$ cat config.mk
export PLATFORM = sky130hd
export DESIGN_NAME = irq_ack_seq
export DESIGN_NICKNAME = d
export VERILOG_FILES = /design/src/rtl/irq_ack_pkg.sv /design/src/rtl/irq_level_gate.sv /design/src/rtl/irq_term_resolve.sv /design/src/rtl/irq_vec_calc.sv /design/src/rtl/irq_ack_seq.sv
export SDC_FILE = /design/constraint.sdc
export NUM_CORES = 1
export LEC_CHECK = 0
export ABC_AREA = 1
export BUFFER_PORTS_ARGS = -buffer_cell sky130_fd_sc_hd__buf_2
export CELL_PAD_IN_SITES_DETAIL_PLACEMENT = 1
export CELL_PAD_IN_SITES_GLOBAL_PLACEMENT = 1
export CORE_MARGIN = 2
export CORE_UTILIZATION = 37
export DETAILED_ROUTE_END_ITERATION = 8
export PLACE_DENSITY = 0.85
export SETUP_SLACK_MARGIN = 0.3
export SLEW_MARGIN = 30
export SYNTH_ARGS = -nofsm -noshare
export SYNTH_HDL_FRONTEND = slang
export SYNTH_SLANG_ARGS = --single-unit
export TNS_END_PERCENT = 10
$ cat constraint.sdc
create_clock -name clk -period 4.8 [get_ports clk]
set_input_delay 0.72 -clock clk [delete_from_list [all_inputs] [get_ports clk]]
set_output_delay 0.72 -clock clk [all_outputs]
set_load 0.01 [all_outputs]
$ cat src/rtl/irq_ack_pkg.sv
package irq_ack_pkg;
    localparam int LVL_W  = 3;
    localparam int FC_W   = 3;
    localparam int KIND_W = 2;

    typedef enum logic [1:0] {
        PH_IDLE  = 2'd0,
        PH_ENTER = 2'd1,
        PH_CYCLE = 2'd2,
        PH_DONE  = 2'd3
    } phase_e;

    localparam logic [KIND_W-1:0] KIND_NONE = 2'b00;
    localparam logic [KIND_W-1:0] KIND_EXT  = 2'b01;
    localparam logic [KIND_W-1:0] KIND_AUTO = 2'b10;
    localparam logic [KIND_W-1:0] KIND_SPUR = 2'b11;

    localparam logic [FC_W-1:0] FC_CPU_SPACE = 3'b111;
endpackage

$ cat src/rtl/irq_level_gate.sv
module irq_level_gate
    import irq_ack_pkg::*;
(
    input  logic [LVL_W-1:0] req_lvl,
    input  logic [LVL_W-1:0] cur_mask,
    output logic             take
);
    localparam logic [LVL_W-1:0] NMI_LVL = '1;

    always_comb begin
        if (req_lvl == NMI_LVL) begin
            take = 1'b1;
        end else begin
            take = (req_lvl > cur_mask);
        end
    end
endmodule

$ cat src/rtl/irq_term_resolve.sv
module irq_term_resolve
    import irq_ack_pkg::*;
#(
    parameter int VEC_W     = 8,
    parameter int SPUR_VEC  = 24,
    parameter int AUTO_BASE = 24
) (
    input  logic [LVL_W-1:0]  lvl,
    input  logic              dsack,
    input  logic              avec,
    input  logic              berr,
    input  logic [VEC_W-1:0]  data_in,
    output logic              hit,
    output logic [VEC_W-1:0]  vnum,
    output logic [KIND_W-1:0] kind
);
    localparam logic [VEC_W-1:0] SPUR_V = VEC_W'(SPUR_VEC);
    localparam logic [VEC_W-1:0] AUTO_B = VEC_W'(AUTO_BASE);

    always_comb begin
        hit  = 1'b0;
        vnum = '0;
        kind = KIND_NONE;
        if (berr) begin
            hit  = 1'b1;
            vnum = SPUR_V;
            kind = KIND_SPUR;
        end else if (avec) begin
            hit  = 1'b1;
            vnum = AUTO_B + VEC_W'(lvl);
            kind = KIND_AUTO;
        end else if (dsack) begin
            hit  = 1'b1;
            vnum = data_in;
            kind = KIND_EXT;
        end
    end
endmodule

$ cat src/rtl/irq_vec_calc.sv
module irq_vec_calc #(
    parameter int VEC_W = 8,
    parameter int PC_W  = 32
) (
    input  logic [PC_W-1:0]  base,
    input  logic [VEC_W-1:0] vnum,
    output logic [PC_W-1:0]  vaddr
);
    localparam int SCALE_SH = 2;
    logic [PC_W-1:0] offset;

    always_comb begin
        offset = PC_W'(vnum) << SCALE_SH;
        vaddr  = base + offset;
    end
endmodule

$ cat src/rtl/irq_ack_seq.sv
module irq_ack_seq
    import irq_ack_pkg::*;
#(
    parameter int ADDR_W    = 24,
    parameter int VEC_W     = 8,
    parameter int PC_W      = 32,
    parameter int SPUR_VEC  = 24,
    parameter int AUTO_BASE = 24
) (
    input  logic              clk,
    input  logic              rst_n,
    input  logic              at_boundary,
    input  logic [2:0]        req_lvl,
    input  logic [2:0]        cur_mask,
    input  logic              dsack,
    input  logic              avec,
    input  logic              berr,
    input  logic [VEC_W-1:0]  data_in,
    input  logic [PC_W-1:0]   vec_base,
    output logic              bus_cyc,
    output logic [2:0]        fc,
    output logic [ADDR_W-1:0] addr,
    output logic              st_upd,
    output logic [2:0]        st_ipm,
    output logic              vec_valid,
    output logic [VEC_W-1:0]  vec_num,
    output logic [1:0]        vec_kind,
    output logic [PC_W-1:0]   vec_addr
);
    localparam int HI_W = ADDR_W - LVL_W - 1;

    typedef struct packed {
        phase_e              ph;
        logic [LVL_W-1:0]    lvl;
        logic [VEC_W-1:0]    vnum;
        logic [KIND_W-1:0]   kind;
        logic [PC_W-1:0]     vaddr;
    } seq_t;

    seq_t s_d, s_q;

    logic              take;
    logic              term_hit;
    logic [VEC_W-1:0]  term_vnum;
    logic [KIND_W-1:0] term_kind;
    logic [PC_W-1:0]   term_vaddr;

    irq_level_gate u_gate (
        .req_lvl  (req_lvl),
        .cur_mask (cur_mask),
        .take     (take)
    );

    irq_term_resolve #(
        .VEC_W     (VEC_W),
        .SPUR_VEC  (SPUR_VEC),
        .AUTO_BASE (AUTO_BASE)
    ) u_res (
        .lvl     (s_q.lvl),
        .dsack   (dsack),
        .avec    (avec),
        .berr    (berr),
        .data_in (data_in),
        .hit     (term_hit),
        .vnum    (term_vnum),
        .kind    (term_kind)
    );

    irq_vec_calc #(
        .VEC_W (VEC_W),
        .PC_W  (PC_W)
    ) u_calc (
        .base  (vec_base),
        .vnum  (term_vnum),
        .vaddr (term_vaddr)
    );

    always_comb begin
        s_d = s_q;
        unique case (s_q.ph)
            PH_IDLE: begin
                s_d.vnum  = '0;
                s_d.kind  = KIND_NONE;
                s_d.vaddr = '0;
                if (at_boundary && take) begin
                    s_d.ph  = PH_ENTER;
                    s_d.lvl = req_lvl;
                end
            end
            PH_ENTER: begin
                s_d.ph = PH_CYCLE;
            end
            PH_CYCLE: begin
                if (term_hit) begin
                    s_d.ph    = PH_DONE;
                    s_d.vnum  = term_vnum;
                    s_d.kind  = term_kind;
                    s_d.vaddr = term_vaddr;
                end
            end
            PH_DONE: begin
                s_d.ph = PH_IDLE;
            end
            default: s_d.ph = PH_IDLE;
        endcase
    end

    always_ff @(posedge clk) begin
        if (!rst_n) begin
            s_q <= '{ph: PH_IDLE, lvl: '0, vnum: '0, kind: KIND_NONE, vaddr: '0};
        end else begin
            s_q <= s_d;
        end
    end

    always_comb begin
        bus_cyc   = (s_q.ph == PH_CYCLE);
        fc        = bus_cyc ? FC_CPU_SPACE : '0;
        addr      = bus_cyc ? {{HI_W{1'b1}}, s_q.lvl, 1'b1} : '0;
        st_upd    = (s_q.ph == PH_ENTER);
        st_ipm    = st_upd ? s_q.lvl : '0;
        vec_valid = (s_q.ph == PH_DONE);
        vec_num   = vec_valid ? s_q.vnum  : '0;
        vec_kind  = vec_valid ? s_q.kind  : '0;
        vec_addr  = vec_valid ? s_q.vaddr : '0;
    end
endmodule

Word level (Yosys, flattened, before mapping)
Cells that the tools add are included.

Register bits after elaboration: 47. Input port bits: 52. Output and inout port bits: 75.

Add/subtract/negate cells: 2. $lt $le $gt $ge: 1. Equality and inequality tests: 6. Muxes and demuxes: 21. Reductions and logical operators: 6.

Operators with widths (count): 42-bit case mux with 2 select lines (1); 42-bit two-way mux (1); 32-bit by 10-bit adder with 32-bit output (1); 32-bit two-way mux (1); 8-bit two-way mux (4); 24-bit two-way mux (1); 2-bit two-way mux (4); 2-bit case mux with 4 select lines (1); 5-bit by 3-bit adder with 6-bit output (first input constant) (1); 3-bit two-way mux (2); 2-bit AND reduction (3); 1-bit two-way mux (5); 5-bit two-way mux (1); 2-bit equality test (second input constant) (2); 3-bit equality test (second input constant) (1); 3-bit > comparator (1); 2-bit by 1-bit equality test with 1-bit output (second input constant) (1); 2-bit logical NOT (1); 2-bit by 1-bit != test with 1-bit output (second input constant) (1); 2-bit != test (second input constant) (1); 2-bit nonzero test (1); 1-bit logical AND (1).

Depth between registers and ports, before layout
Word-level depth: 6. Mapped depth: 18. Mapped depth without buffers: 18.

By module
From an unflattened synthesis, not the netlist that was laid out.

Cells, all modules: 756. Area, all modules: 4272.8 µm².

By module, submodules not included: irq_ack_seq (instances 1, cells an instance 440, area each 2738.9 µm²); irq_vec_calc (instances 1, cells an instance 275, area each 1331.3 µm²); irq_term_resolve (instances 1, cells an instance 27, area each 118.9 µm²); irq_level_gate (instances 1, cells an instance 14, area each 83.8 µm²).

Least setup slack after synthesis
OpenSTA, ideal clock, no wires.

Path kind: input to register. Start point: input dsack. End point: register s_q[28] in the netlist's numbering. Arrival: 2.607 ns. Required time: 4.730 ns. Setup slack: 2.123 ns. Stages on the path: 17. Cell sequence: buf_6 nand3_1 a21oi_1 ha_1 inv_1 fa_1 inv_1 nand3_1 nand2_1 nand2_1 nand3_1 nand2_2 o21ai_4 nand2_1 nand2_1 nand3_1 a21oi_1.

Cells in the longest elaborated chain, start to end: 6. Elaborated cells on any way between the ends: 11.

RTL lines: start: declaration (RTL line irq_ack_seq.sv:15) `input logic dsack,`; 8-bit two-way mux (RTL line irq_term_resolve.sv:32) `end else if (dsack) begin`; 8-bit two-way mux (RTL line irq_term_resolve.sv:28) `end else if (avec) begin`; 8-bit two-way mux (RTL line irq_term_resolve.sv:24) `if (berr) begin`; 32-bit by 10-bit adder with 32-bit output (RTL line irq_vec_calc.sv:14) `vaddr = base + offset;`; 42-bit two-way mux (RTL line irq_ack_seq.sv:94) `if (term_hit) begin`; 42-bit case mux with 2 select lines (RTL line irq_ack_seq.sv:80) `unique case (s_q.ph)`; end signal: assignment (RTL line irq_ack_seq.sv:110) `s_q <= '{ph: PH_IDLE, lvl: '0, vnum: '0, kind: KIND_NONE, vaddr: '0};`; end: declaration (RTL line irq_ack_seq.sv:40) `seq_t s_d, s_q;`.

Parallel ways exist; a longest one is shown, timed or not. The select of a mux whose other input is x is not followed. A chain may end at the register's enable or synchronous reset.

Worst setup path after layout
Start point: input avec. End point: register s_q[20] in the netlist's numbering.

Cells in the longest elaborated chain, start to end: 5. Elaborated cells on any way between the ends: 9.

RTL lines: start: declaration (RTL line irq_ack_seq.sv:16) `input logic avec,`; 8-bit two-way mux (RTL line irq_term_resolve.sv:28); 8-bit two-way mux (RTL line irq_term_resolve.sv:24); 32-bit by 10-bit adder with 32-bit output (RTL line irq_vec_calc.sv:14); 42-bit two-way mux (RTL line irq_ack_seq.sv:94); 42-bit case mux with 2 select lines (RTL line irq_ack_seq.sv:80).

Parallel ways exist; a longest one is shown, timed or not. The select of a mux whose other input is x is not followed.

==> reports/metrics.csv <==
stage,metric,value,unit
outcome,status,"finished, final reports clean",
synth,post-synth cell types,31,
clocking,CTS tree,done,
floorplanning,row cnt,36,
power,Comb pwr share,44.5,%
hold_path,Hold Path Class,flip-flop to flip-flop,
timing,Final Hold Viols,0,
power,NetSw,608,uW
grt,met3 usage,2.15,%
final_layout,Top reg by flops,s_q,
power,Int Pwr,748,uW
clocking,CTS Buf Count,5,
drt,Routed Antenna Nets,0,
power,PwrDens,317,nW/um^2
place,dpl ws,1.71,ns
place,placed inst area,4190,um^2
drt,via count,4034,
clocking,Root Buffer,clkbuf_8,
grt,GRT busiest layer,met2,
synth,Post-synth EDFFs,0,
final_layout,sequential cell area,941,um^2
grt,met2 Use GR,38.8,%
clocking,clk_lat worst skew,0.31,ns
grt,met1 Track Usage GR,32.1,%
drt,Initial DRC Count,221,
worst_setup_path,Setup Crit Path Kind,input port to flip-flop,
grt,GRT Util Overall,23.2,%
timing,# setup viols final,0,
timing,RSZ-0062 raised after global routing,no,
floorplanning,Core Area,9680,um^2
floorplanning,Initial Util,37.6,%
final_layout,max reg flops,47,
synth,cells after synthesis,599,
timing,Worst slew margin,51.7,%
drt,Via density,4.87,
synth,Async SR Flop Fraction,0,%
synth,sequential share of the synthesized area,25.8,%
place,RD Place Congestion,0.857,
floorplanning,I/O pins,127,
grt,vias in the first global route,3949,
timing,actual slew at the worst max-slew pin,0.724,ns
worst_setup_path,worst-path fanout max,8,
flow_run,total of max-cap violations,0,
grt,first-pass GRT wire length,19400,um
timing,TNS Setup,0,ns
final_layout,multi-input logic area,2030,um^2
synth,net count after synthesis,668,
synth,leading post-synthesis cells by cell area,"dfxtp_1 (26%), nand2_1 (19%), inv_1 (10%)",
synth,top-area cell type share of the netlist area,25.8,%
synth,synth warn,0,
synth,Synth Area per Inst,6.08,um^2
grt,pin count of the biggest net entering global routing,44,
worst_setup_path,Setup crit end kind,flip-flop,
grt,initial antenna violation count,0,
worst_setup_path,arrival time at the worst endpoint,3.04,ns
worst_setup_path,crit start category,input port,
power,Flop pwr share,37.1,%
clocking,H-Tree Depth,2,
clocking,Resize count post-CTS,0,
worst_setup_path,reg2reg setup slack,2.25,ns
final_layout,nets@finish,764,
floorplanning,die width,103,um
final_layout,antenna cells,0,
power,Worst VDD drop,0.000146,V
timing,Final Cycle Share,58.3,%
timing,Max Clock Freq,358,MHz
grt,grt total ovfl,0,
final_layout,Area growth syn-to-layout,17.5,%
power,leakage power,2.45,nW
place,IO Port Bufs,126,
clocking,hold buffers post-CTS,0,
final_layout,Final Cell Area,4280,um^2
power,sw frac,44.8,%
drt,Final Routed Wirelength,12100,um
final_layout,fillcell total,1389,
final_layout,biggest regs,s_q (47),
synth,post-synth top area cell,dfxtp_1,
synth,number of synthesized register bits,47,
synth,synthesized area,3640,um^2
clocking,clock buffer depth,2,
final_layout,layout cells sized above 1,24.1,%
timing,fin. max-slew vios,0,
drt,drc violations,0,
timing,Final Skew,0.00418,ns
timing,Tmin final,2.80,ns
drt,wire per inst,14.5,um
drt,Pre-Repair DR Iteration Count,4,
place,Final HPWL DP,9770,um
power,Clock Power Share,18.4,%
worst_setup_path,critical path required time,5.05,ns
timing,Final WS setup,2.00,ns
clocking,clk slew on worst S/H paths,0.09,ns
clocking,setup bufs post-CTS,0,
floorplanning,die area,10700,um^2
synth,"Top FF cell, synth",dfxtp_1,
floorplanning,Die Span Y,103,um
clocking,CTS Sinks,47,
-- layer usage --
metal / vias to the layer above / wire [um]
met5: - / 0
met4: 0 / 210
met3: 15 / 617
met2: 106 / 5650
met1: 1863 / 5570
li1: 2050 / -
-- cell type report --
cell class	count	share of cell area, %
Sequential cell	47	22.0
Inverter	105	9.20
Tap cell	133	3.89
Timing Repair Buffer	130	15.4
Clock buffer	5	1.61
Clock inverter	3	0.467
Multi-Input combinational cell	406	47.4
-- path summary, 6_finish.rpt --
kind	from	end	cells after the start
setup / recovery	avec	s_q[20]	18
hold reg to reg	s_q[1]	s_q[1]	2
hold / removal	s_q[1]	s_q[1]	2
setup reg to reg	s_q[45]	s_q[22]	9
-- Yosys cell counts (3+ instances only) --
library cell and instances:
nor3_1 6, nor3_2 3, buf_4 29, a21oi_1 65, inv_2 5, nand3b_1 5
nor4_1 3, clkbuf_1 10, ha_1 16, nor2_1 23, o21ai_0 14, nand4_1 14
nand2_2 10, inv_1 99, nand2_1 183, dfxtp_1 47, nand3_2 4, nand3_1 48
-- logic make-up after synthesis --
group	synth area share, %
AO/OA/AOI/OAI	12.2
adder cells (fa/ha/maj)	6.04
buffers and inverters	18.4
flip-flops	25.8
AND/OR/NAND/NOR	37.5
-- per-stage QoR --
stage	std cells	hold slack [ns]	power, mW	util, %
3_5_place_dp	821	0.458	1.12	43.3
3_3_place_gp	821	0.449	1.10	43.3
2_1_floorplan	599	0.439	1.01	-
6_report	829	0.468	1.36	44.2
4_1_cts	829	0.473	1.37	44.2
5_1_grt	829	0.492	1.47	44.2
-- placed cells by master (no fill, tap or decap), drive strengths merged, types with 14 or more instances in the layout --
master / n
nand2: 194
buf: 130
inv: 104
a21oi: 65
nand3: 52
dfxtp: 47
nor2: 26
o21ai: 17
ha: 16
nand4: 14
-- worst max-delay path: stages --
cell and delay [ns]:
buf_2 0.13, inv_1 0.11, nand3_1 0.09, a21oi_1 0.19, ha_1 0.20, inv_1 0.06, fa_1 0.40, inv_1 0.07
nand3_1 0.06, nand2_1 0.17, nand2_1 0.07, nand3_1 0.08, nand2_2 0.11, o21ai_4 0.24, nand2_1 0.08, nand2_1 0.06
nand3_1 0.07, a21oi_1 0.14
-- power groups by stage --
stage | logic (mW) | clock network, mW | registers [mW]
final | 0.604 | 0.249 | 0.504
after global routing | 0.690 | 0.269 | 0.514
after CTS | 0.613 | 0.253 | 0.503
after detailed placement | 0.611 | 0 | 0.512
after global placement | 0.591 | 0 | 0.508
after floorplan | 0.512 | 0 | 0.499
No activity file was read; power rests on OpenSTA's default activity.
